`config.mk`:
```
export PLATFORM = sky130hd
export DESIGN_NAME = mirq_recognizer
export DESIGN_NICKNAME = d
export VERILOG_FILES = /design/src/rtl/mirq_pkg.sv /design/src/rtl/mirq_sync.sv /design/src/rtl/mirq_edge.sv /design/src/rtl/mirq_gate.sv /design/src/rtl/mirq_recognizer.sv
export SDC_FILE = /design/constraint.sdc
export NUM_CORES = 1
export LEC_CHECK = 0
export ABC_AREA = 1
export BUFFER_PORTS_ARGS = -buffer_cell sky130_fd_sc_hd__buf_2
export CAP_MARGIN = 20
export CORE_AREA = 2 2 39 41
export CTS_BUF_LIST = sky130_fd_sc_hd__clkbuf_4 sky130_fd_sc_hd__clkbuf_8 sky130_fd_sc_hd__clkbuf_16
export CTS_CLUSTER_SIZE = 20
export DETAILED_ROUTE_END_ITERATION = 10
export DIE_AREA = 0 0 41 43
export MAX_ROUTING_LAYER = met4
export REMOVE_ABC_BUFFERS = 1
export SYNTH_ARGS = -nofsm -noshare
export SYNTH_HDL_FRONTEND = slang
export SYNTH_SLANG_ARGS = --single-unit
```
`constraint.sdc`:
```
create_clock -name clk -period 1.2 [get_ports clk]
set_input_delay 0.12 -clock clk [delete_from_list [all_inputs] [get_ports clk]]
set_output_delay 0.12 -clock clk [all_outputs]
set_load 0.02 [all_outputs]
```
`src/rtl/mirq_pkg.sv`:
```
package mirq_pkg;

    // Default depth of the input synchronizer
    localparam int unsigned MIRQ_SYNC_DFLT  = 2;
    // Default count of inactive samples before the edge detector re-arms
    localparam int unsigned MIRQ_REARM_DFLT = 4;

    // Boundary-side context from the instruction sequencer
    typedef struct packed {
        logic boundary;
        logic locked;
        logic nmi_pending;
        logic resume;
    } mirq_ctx_t;

    // Decisions presented back to the sequencer
    typedef struct packed {
        logic take;
        logic nmi_go;
        logic pending;
    } mirq_dec_t;

    // Width of a counter that must reach limit-1
    function automatic int unsigned cnt_width(input int unsigned limit);
        return (limit > 1) ? $clog2(limit) : 1;
    endfunction

endpackage

```
`src/rtl/mirq_sync.sv`:
```
module mirq_sync #(
    parameter int unsigned STAGES = 2
) (
    input  logic clk,
    input  logic rst,
    input  logic async_n,
    output logic sync_n
);
    generate
        if (STAGES < 2) begin : g_single
            logic q;
            always_ff @(posedge clk) begin
                if (rst) q <= 1'b1;
                else     q <= async_n;
            end
            assign sync_n = q;
        end else begin : g_chain
            logic [STAGES-1:0] sh;
            always_ff @(posedge clk) begin
                if (rst) sh <= '1;
                else     sh <= {sh[STAGES-2:0], async_n};
            end
            assign sync_n = sh[STAGES-1];
        end
    endgenerate
endmodule

```
`src/rtl/mirq_edge.sv`:
```
module mirq_edge
    import mirq_pkg::*;
#(
    parameter int unsigned REARM = MIRQ_REARM_DFLT
) (
    input  logic clk,
    input  logic rst,
    input  logic level_n,
    output logic fire
);
    localparam int unsigned CW = cnt_width(REARM);
    localparam logic [CW-1:0] LAST = CW'(REARM - 1);

    typedef struct packed {
        logic          armed;
        logic [CW-1:0] quiet;
    } edge_st_t;

    edge_st_t st_q, st_d;

    assign fire = st_q.armed & ~level_n;

    always_comb begin
        st_d = st_q;
        if (st_q.armed) begin
            if (!level_n) begin
                st_d.armed = 1'b0;
                st_d.quiet = '0;
            end
        end else if (level_n) begin
            if (st_q.quiet == LAST) begin
                st_d.armed = 1'b1;
                st_d.quiet = '0;
            end else begin
                st_d.quiet = st_q.quiet + 1'b1;
            end
        end else begin
            st_d.quiet = '0;
        end
    end

    always_ff @(posedge clk) begin
        if (rst) begin
            st_q.armed <= 1'b1;
            st_q.quiet <= '0;
        end else begin
            st_q <= st_d;
        end
    end


    held_low_no_rearm_chk: assert property (@(posedge clk) disable iff (rst)
        (!st_q.armed && !level_n) |=> !st_q.armed);


    single_fire_chk: assert property (@(posedge clk) disable iff (rst)
        fire |=> !fire);


    rearm_after_quiet_chk: assert property (@(posedge clk) disable iff (rst)
        $rose(st_q.armed) |-> $past(level_n));
endmodule

```
`src/rtl/mirq_gate.sv`:
```
module mirq_gate
    import mirq_pkg::*;
(
    input  logic      clk,
    input  logic      rst,
    input  logic      fire,
    input  mirq_ctx_t ctx,
    output mirq_dec_t dec
);
    logic req_q;
    logic mask_q;
    logic take;

    assign take = req_q & ctx.boundary & ~ctx.locked & ~mask_q;

    always_ff @(posedge clk) begin
        if (rst) begin
            req_q  <= 1'b0;
            mask_q <= 1'b0;
        end else begin
            req_q <= fire | (req_q & ~take);
            if (take)            mask_q <= 1'b1;
            else if (ctx.resume) mask_q <= 1'b0;
        end
    end

    always_comb begin
        dec.take    = take;
        dec.nmi_go  = ctx.boundary & ~ctx.locked & ctx.nmi_pending & ~take;
        dec.pending = req_q;
    end


    no_back_to_back_chk: assert property (@(posedge clk) disable iff (rst)
        take |=> !take);


    mask_hold_chk: assert property (@(posedge clk) disable iff (rst)
        (mask_q && !ctx.resume) |=> mask_q);


    pend_hold_chk: assert property (@(posedge clk) disable iff (rst)
        (req_q && !take) |=> req_q);


    take_needs_unlocked_chk: assert property (@(posedge clk) disable iff (rst)
        $rose(mask_q) |-> $past(!ctx.locked && ctx.boundary));
endmodule

```
`src/rtl/mirq_recognizer.sv`:
```
module mirq_recognizer
    import mirq_pkg::*;
#(
    parameter int unsigned SYNC_STAGES = MIRQ_SYNC_DFLT,
    parameter int unsigned REARM_CLKS  = MIRQ_REARM_DFLT
) (
    input  logic clk,
    input  logic rst,
    input  logic req_n,
    input  logic boundary,
    input  logic locked,
    input  logic nmi_pending,
    input  logic resume_done,
    output logic take_irq,
    output logic nmi_go,
    output logic irq_pending
);
    logic      sync_n;
    logic      fire;
    mirq_ctx_t ctx;
    mirq_dec_t dec;

    assign ctx = '{boundary: boundary, locked: locked,
                   nmi_pending: nmi_pending, resume: resume_done};

    mirq_sync #(.STAGES(SYNC_STAGES)) u_sync (
        .clk(clk), .rst(rst), .async_n(req_n), .sync_n(sync_n)
    );

    mirq_edge #(.REARM(REARM_CLKS)) u_edge (
        .clk(clk), .rst(rst), .level_n(sync_n), .fire(fire)
    );

    mirq_gate u_gate (
        .clk(clk), .rst(rst), .fire(fire), .ctx(ctx), .dec(dec)
    );

    assign take_irq    = dec.take;
    assign nmi_go      = dec.nmi_go;
    assign irq_pending = dec.pending;


    take_at_boundary_chk: assert property (@(posedge clk) disable iff (rst)
        take_irq |-> boundary);
endmodule

```
== Yosys cells after proc, flatten, opt, wreduce, memory -nomap -nowiden ==
Index checks and enable logic that the tools add are counted.
Cells by class
  add/sub/neg operators: 1
  multipliers: 0
  divide/modulo/power cells: 0
  order comparisons: 0
  equal/unequal tests: 2
  shifts and indexed selects: 0
  multiplexer cells: 8
  bitwise operators: 13
  reductions and logical operators: 1
Operators by type and width (count)
  $and 1x1->1: 8
  $mux 3: 2
  $mux 1: 4
  $mux 2: 2
  $not 1->1: 4
  $add 2x1->2 const B: 1
  $eq 2x2->1 const B: 1
  $ne 2x2->1 const B: 1
  $reduce_bool 2->1: 1
  $or 1x1->1: 1
Storage, ports and cells
  bits in registers: 7
  bits in latches: 0
  bits in writable memories: 0
  memory bits (read-only): 0
  input bits: 7
  word-level logic and storage cells: 30
  memories kept: 0

== Logic depth before layout (Yosys ltp) ==
Gate-level depths: netlist (run 1).
  depth after elaboration: 6
  mapped depth: 4
  depth with buffers taken out: 4

== By module ==
From an unflattened synthesis (run 1), not the netlist that was laid out.
Unflattened totals
  cell total of the unflattened synthesis: 43
  area, all modules: 310.3 um2
By module, submodules not included
  mirq_edge: instances 1, cells an instance 19, area each 135.1 um2
  mirq_gate: instances 1, cells an instance 17, area each 116.4 um2
  mirq_sync: instances 1, cells an instance 7, area each 58.8 um2

== Worst setup path after synthesis (run 1) ==
Ideal clock, no wire load.
  path type: reg2out
  from: register u_gate.req_q
  to: output port nmi_go
  arrival: 0.917 ns
  path slack: 0.163 ns
  stages on the path, launching flop included: 4
  path buffers: 0
  path through: dfxtp_1 -> nand4_1 -> inv_1 -> nor2_1
Between the ends
  longest elaborated chain between the ends: 5
Ends and longest elaborated chain
  start, declared: line mirq_gate.sv:10  | logic req_q;
  start signal, assigned: line mirq_gate.sv:21  | req_q <= fire | (req_q & ~take);
  $and 1x1->1 (3 in a row): line mirq_gate.sv:14  | assign take = req_q & ctx.boundary & ~ctx.locked & ~mask_q;
  net take_irq: line mirq_recognizer.sv:14  | output logic take_irq,
  $not 1->1: line mirq_gate.sv:29  | dec.nmi_go = ctx.boundary & ~ctx.locked & ctx.nmi_pending & ~take;
  $and 1x1->1: line mirq_gate.sv:29
  end, declared: line mirq_recognizer.sv:15  | output logic nmi_go,
The timed path passes the listed nets, and every way through them passes these cells.

== Final worst setup path (run 1) ==
  from: register u_gate.mask_q
  to: output port nmi_go
Between the ends
  longest elaborated chain between the ends: 4
Ends and longest elaborated chain
  start, declared: line mirq_gate.sv:11  | logic mask_q;
  start signal, assigned: line mirq_gate.sv:19  | mask_q <= 1'b0;
  start signal, assigned: line mirq_gate.sv:22  | if (take) mask_q <= 1'b1;
  start signal, assigned: line mirq_gate.sv:23  | else if (ctx.resume) mask_q <= 1'b0;
  $not 1->1: line mirq_gate.sv:14
  $and 1x1->1: line mirq_gate.sv:14
  $not 1->1: line mirq_gate.sv:29
  $and 1x1->1: line mirq_gate.sv:29
No other way between the ends.

==> flow_summary.json, run 1 <==
{
  "min_path_cells": 2,
  "total_power_uw": 522,
  "yosys.area_share.xor_xnor_pct": 0,
  "worstPathRequired_ns": 1.08,
  "p_leak_nw": 0.187,
  "fill_cells": 154,
  "die_h_um": 43,
  "placed_cells": 58,
  "syn_to_final_growth_pct": 38.1,
  "die_w_um": 41,
  "powerDensity_mw_per_mm2": 1350,
  "synth_area_leader_cell": "dfxtp_1",
  "yosys.cell_types.count": 14,
  "h-tree-depth": 1,
  "syn_avg_cell_area_um2": 8.46,
  "initial_core_util_pct": 20.2,
  "drv_slew": 0,
  "fin_crit_sh_pct": 93.4,
  "first_pass_iters": 1,
  "synth.area.top_cells": "dfxtp_1 (50%), a21oi_1 (7.2%), nand3_1 (5.4%)",
  "ys_warn_count": 0,
  "fin_setup_tns_ns": 0,
  "grt_pass1_vias": 210,
  "core_area_mm2": 0.00138,
  "synth_top_area_share_pct": 50.2,
  "dp_hpwl_um": 382,
  "synth_compound_area_share_pct": 9.87,
  "clock_latency_ns": 0.25,
  "path_clk_slew_ns": 0.05,
  "ant_nets": 0,
  "arrival_ns": 1.00,
  "synth_top_family_by_area": "simple AND/OR/NAND/NOR gates",
  "synthMuxAreaShare_pct": 0,
  "finalHoldViolations": 0,
  "grt_max_degree": 8,
  "finClkSkew_ns": 0.00254,
  "synth-edff-count": 0,
  "ctsHoldBuffers": 0,
  "syn_inst": 33,
  "cp_max_fo": 2,
  "clockBufferDepth": 2,
  "cap_violations": 0,
  "cts_tree": "built",
  "wire_per_inst_um": 7.89,
  "critPathLaunchType": "register",
  "status": "finished clean",
  "fin_nets": 56,
  "dieArea_mm2": 0.00176,
  "multi_input_area_um2": 120,
  "ir_worst_vdd_mv": 0.680,
  "globalplace.congestion": 0.766,
  "synth-main-ff-cell": "dfxtp_1",
  "synthAdderAreaFrac_pct": 4.48,
  "via_count": 248,
  "final_util_pct": 27.8,
  "numCtsBuffers": 3,
  "synth_commonest_cells": "dfxtp_1 (7), a21oi_1 (4), inv_1 (4), nand2_1 (4), nand3_1 (3)",
  "finalCriticalPeriod_ns": 1.12,
  "setup-violations-final": 0,
  "drtIter0Drc": 0,
  "grt_first_pass_wirelength_um": 786,
  "yosysSeqAreaShare_pct": 50.2,
  "routed_wl_um": 497,
  "drive_gt1_share_pct": 38.3,
  "synthSimpleGateAreaFrac_pct": 28.7,
  "clock_sinks": 7,
  "slew_headroom_pct": 88.2,
  "rows": 14,
  "portBuffers": 9,
  "fin_cells": 63,
  "worst_setup_path_end_kind": "primary output",
  "ioPinCount": 10,
  "critPathKind": "register to primary output",
  "synthArstFlopShare_pct": 0,
  "fmax_mhz": 893,
  "hold_class": "input port to register",
  "cts-root-buf": "clkbuf_4",
  "viasPerCell": 3.94,
  "antenna_found_initial": 0,
  "ys_ff_latch": 7,
  "synth.most_common_cell": "dfxtp_1",
  "drc": 0,
  "netlist_area_um2": 279,
  "worst_pin_slew_ns": 0.176,
  "overflow": 0,
  "reg2reg_depth": 3,
  "grtUsageTotal_pct": 7.22,
  "antenna_cells": 0,
  "regArea_um2": 141
}
## repair_timing
item / 4_1_cts / 5_1_grt
setup buffers: 0 / 1
setup endpoints to repair: 0 / 1
gates resized for setup: 0 / 2
## state kept, by name, summed over array words and instances (netlist names)
register,count
u_gate.req_q,1
u_edge.st_q,3
u_sync.g_chain.sh,2
u_gate.mask_q,1
## layout make-up
cell class | instances | share of cell area [%]
multi-input cells | 21 | 31.2
repair buffers | 10 | 14.3
well taps | 16 | 5.19
inverters | 5 | 4.87
flip-flops and latches | 7 | 36.7
clock buffers | 4 | 7.79
## path summary, 6_finish.rpt
check,start,to,slack [ns]
max reg2reg,u_edge.st_q[0],u_edge.st_q[1],0.34
min reg2reg,u_sync.g_chain.sh[0],u_sync.g_chain.sh[1],0.41
min,req_n,u_sync.g_chain.sh[0],0.05
max,u_gate.mask_q,nmi_go,0.08
## cell families after synthesis
group / count (synthesis)
simple gates: 15
flops: 7
compound gates: 5
buf+inv: 5
fa+ha+maj: 1
## metal layers
metal  up-vias  global-route usage, %  wire [um]
met5         -                      -          0
met4         0                   4.00          0
met3         0                   6.28         43
met2        10                   9.38        215
met1       102                   7.14        237
li1        136                      -          -
## where the power goes
group	switching (mW)	internal, mW	total [mW]
sequential	0.00675	0.243	0.249
clock	0.0815	0.149	0.231
combinational	0.0211	0.0209	0.0420
## worst max-delay path, cell delays in order (launching register included)
cell,delay (ns)
dfxtp_2,0.32
inv_1,0.05
nand4_1,0.08
inv_1,0.06
nor2_1,0.10
buf_4,0.14
## placed cells by master (no fill, tap or decap)
cell and count:
buf_4 2, clkbuf_4 4, inv_2 1, inv_1 4, nor2_1 1, nand4_1 1
o21bai_1 1, ha_1 1, buf_2 8, nor3b_1 1, or2_0 2, nand3b_1 1
nand2_1 4, dfxtp_2 1, dfxtp_1 6, or2_2 2, a21oi_1 4, nand3_1 3
## metrics by stage
step / hold slack (ns) / cell area, um2 / setup WS (ns)
after floorplan: 0.189 / 279 / 0.163
after global placement: 0.305 / 344 / 0.359
after detailed placement: 0.311 / 344 / 0.337
after CTS: 0.0434 / 374 / 0.0621
after global routing: 0.0344 / 385 / -0.0135
final: 0.0543 / 385 / 0.0798
(Power assumes the default switching activity.)
==> inputs of run 2 (changes only) <==
- MAX_ROUTING_LAYER: met4 -> unset
==> run 2 against run 1 <==
Compared with the run above: total power hardly changed; clock-buffer cell count stayed put; sequential share of layout area is the same; clock skew barely moved; critical path type unchanged; largest cell class unchanged; highest routed layer unchanged.
==> flow_summary.json, run 2 (synthesis results as in run 1) <==
{
  "status": "finished clean",
  "syn_to_final_growth_pct": 38.1,
  "hold_end": "u_sync.g_chain.sh[0]",
  "viasPerCell": 3.97,
  "dieArea_mm2": 0.00176,
  "ant_nets": 0,
  "grt_max_degree": 8,
  "drtIter0Drc": 0,
  "crit_chain": "inv_1 > nand4_1 > inv_1 > nor2_1 > buf_4",
  "fmax_mhz": 892,
  "drc": 0,
  "timing.critical_path.buf_inv": 3,
  "wire_per_inst_um": 7.87,
  "worstHoldStart": "req_n",
  "layout_common_cells": "buf_2 (8), dfxtp_1 (6)",
  "worstPathRequired_ns": 1.08,
  "timing.final.ws_setup_ns": 0.0795,
  "dpl_cell_area_um2": 344,
  "clockPowerShare_pct": 44.2,
  "pwr-share-seq_pct": 47.7,
  "routed_wl_um": 496,
  "crit_top_cell": "inv_1",
  "grtUsageTotal_pct": 7.05,
  "clock_latency_ns": 0.25,
  "r2r-end": "u_edge.st_q[1]",
  "finClkSkew_ns": 0.00268,
  "die_h_um": 43,
  "ioPinCount": 10,
  "hold_class": "input port to register",
  "largest_reg_flops": 3,
  "antenna_cells": 0,
  "p_leak_nw": 0.187,
  "overflow": 0,
  "fin_crit_sh_pct": 93.4,
  "rrSetupSlack_ns": 0.34,
  "cp_max_fo": 2,
  "clock_sinks": 7,
  "h-tree-depth": 1,
  "ctsHoldBuffers": 0,
  "portBuffers": 9,
  "arrival_ns": 1.00,
  "fin_nets": 56,
  "critPathLaunchType": "register",
  "rows": 14,
  "dp_hpwl_um": 382,
  "total_power_uw": 522,
  "reg2reg_depth": 3,
  "swShare_pct": 21.0,
  "regToRegStartpoint": "u_edge.st_q[0]",
  "drv_slew": 0,
  "initial_core_util_pct": 20.2,
  "place_ws_ns": 0.337,
  "internal-power_uw": 413,
  "cap_violations": 0,
  "finalHoldViolations": 0,
  "core_area_mm2": 0.00138,
  "finalCriticalPeriod_ns": 1.12,
  "antenna_found_initial": 0,
  "cpLargestDelayFamily": "flip-flops",
  "critPathSlowestCell": "dfxtp_2",
  "globalplace.congestion": 0.756,
  "top_register": "u_edge.st_q",
  "numCtsBuffers": 3,
  "min_path_cells": 2,
  "max_stage_delay_ns": 0.32,
  "critPathKind": "register to primary output",
  "worst_setup_path_end_kind": "primary output",
  "fin_area_um2": 385,
  "cts_tree": "built",
  "combPwrFrac_pct": 8.1,
  "path_clk_slew_ns": 0.05,
  "clockBufferDepth": 2,
  "first_pass_iters": 1,
  "setup-violations-final": 0,
  "worst_pin_slew_ns": 0.177,
  "grt_pass1_vias": 212,
  "drive_gt1_share_pct": 38.3,
  "ir_worst_vdd_mv": 0.681,
  "powerDensity_mw_per_mm2": 1360,
  "top_regs": "u_edge.st_q: 3 flops, u_sync.g_chain.sh: 2 flops",
  "cts-root-buf": "clkbuf_4",
  "layout_commonest_cell": "buf_2",
  "die_w_um": 41,
  "slew_headroom_pct": 88.2,
  "via_count": 250,
  "grt_first_pass_wirelength_um": 779,
  "netSwitchingPower_uw": 110
}
[run 2: cell counts in the layout (fill, tap and decap cells not counted)]
Identical to the previous run, type by type.
[run 2: worst max-delay path by stage]
stage	start	slack [ns]	end	cells after the start
2_1_floorplan	u_gate.req_q	0.16	nmi_go	3
3_3_place_gp	u_gate.mask_q	0.36	nmi_go	5
3_5_place_dp	u_gate.mask_q	0.34	nmi_go	5
4_1_cts	u_gate.mask_q	0.06	nmi_go	5
5_1_grt	u_gate.mask_q	-0.01	nmi_go	5
6_report	u_gate.mask_q	0.08	nmi_go	5
[run 2: what timing repair did]
item / CTS / global route
setup buffers: 0 / 1
resized for setup: 0 / 2
endpoints found under the setup margin: 0 / 1
[run 2: layout make-up]
type                            count  area, um2
Multi-Input combinational cell     21        120
Sequential cell                     7        141
Clock buffer                        4       30.0
Fill cell                         154        998
Inverter                            5       18.8
Tap cell                           16       20.0
Timing Repair Buffer               10       55.1
[run 2: metrics by stage]
stage | std cells | util (%) | setup TNS [ns] | hold WS, ns
after floorplan | 33 | - | 0 | 0.189
final | 63 | 27.8 | 0 | 0.0542
after global placement | 58 | 24.9 | 0 | 0.305
after global routing | 63 | 27.8 | -0.0135 | 0.0344
after detailed placement | 58 | 24.9 | 0 | 0.311
after CTS | 62 | 27.0 | 0 | 0.0434
[run 2: power groups by stage]
| stage | combinational (mW) | sequential [mW] | clock, mW |
|---|---|---|---|
| global placement | 0.0400 | 0.254 | 0 |
| CTS | 0.0415 | 0.249 | 0.245 |
| finish | 0.0421 | 0.249 | 0.231 |
| floorplan | 0.0207 | 0.255 | 0 |
| global route | 0.0485 | 0.250 | 0.257 |
| detailed placement | 0.0415 | 0.254 | 0 |
[run 2: layer usage]
layer	vias to the layer above	global-route usage [%]	share of wire (%)
met5	-	0	0
met4	0	4.00	0
met3	0	6.28	8.7
met2	10	9.69	44
met1	104	6.82	47
li1	136	-	-
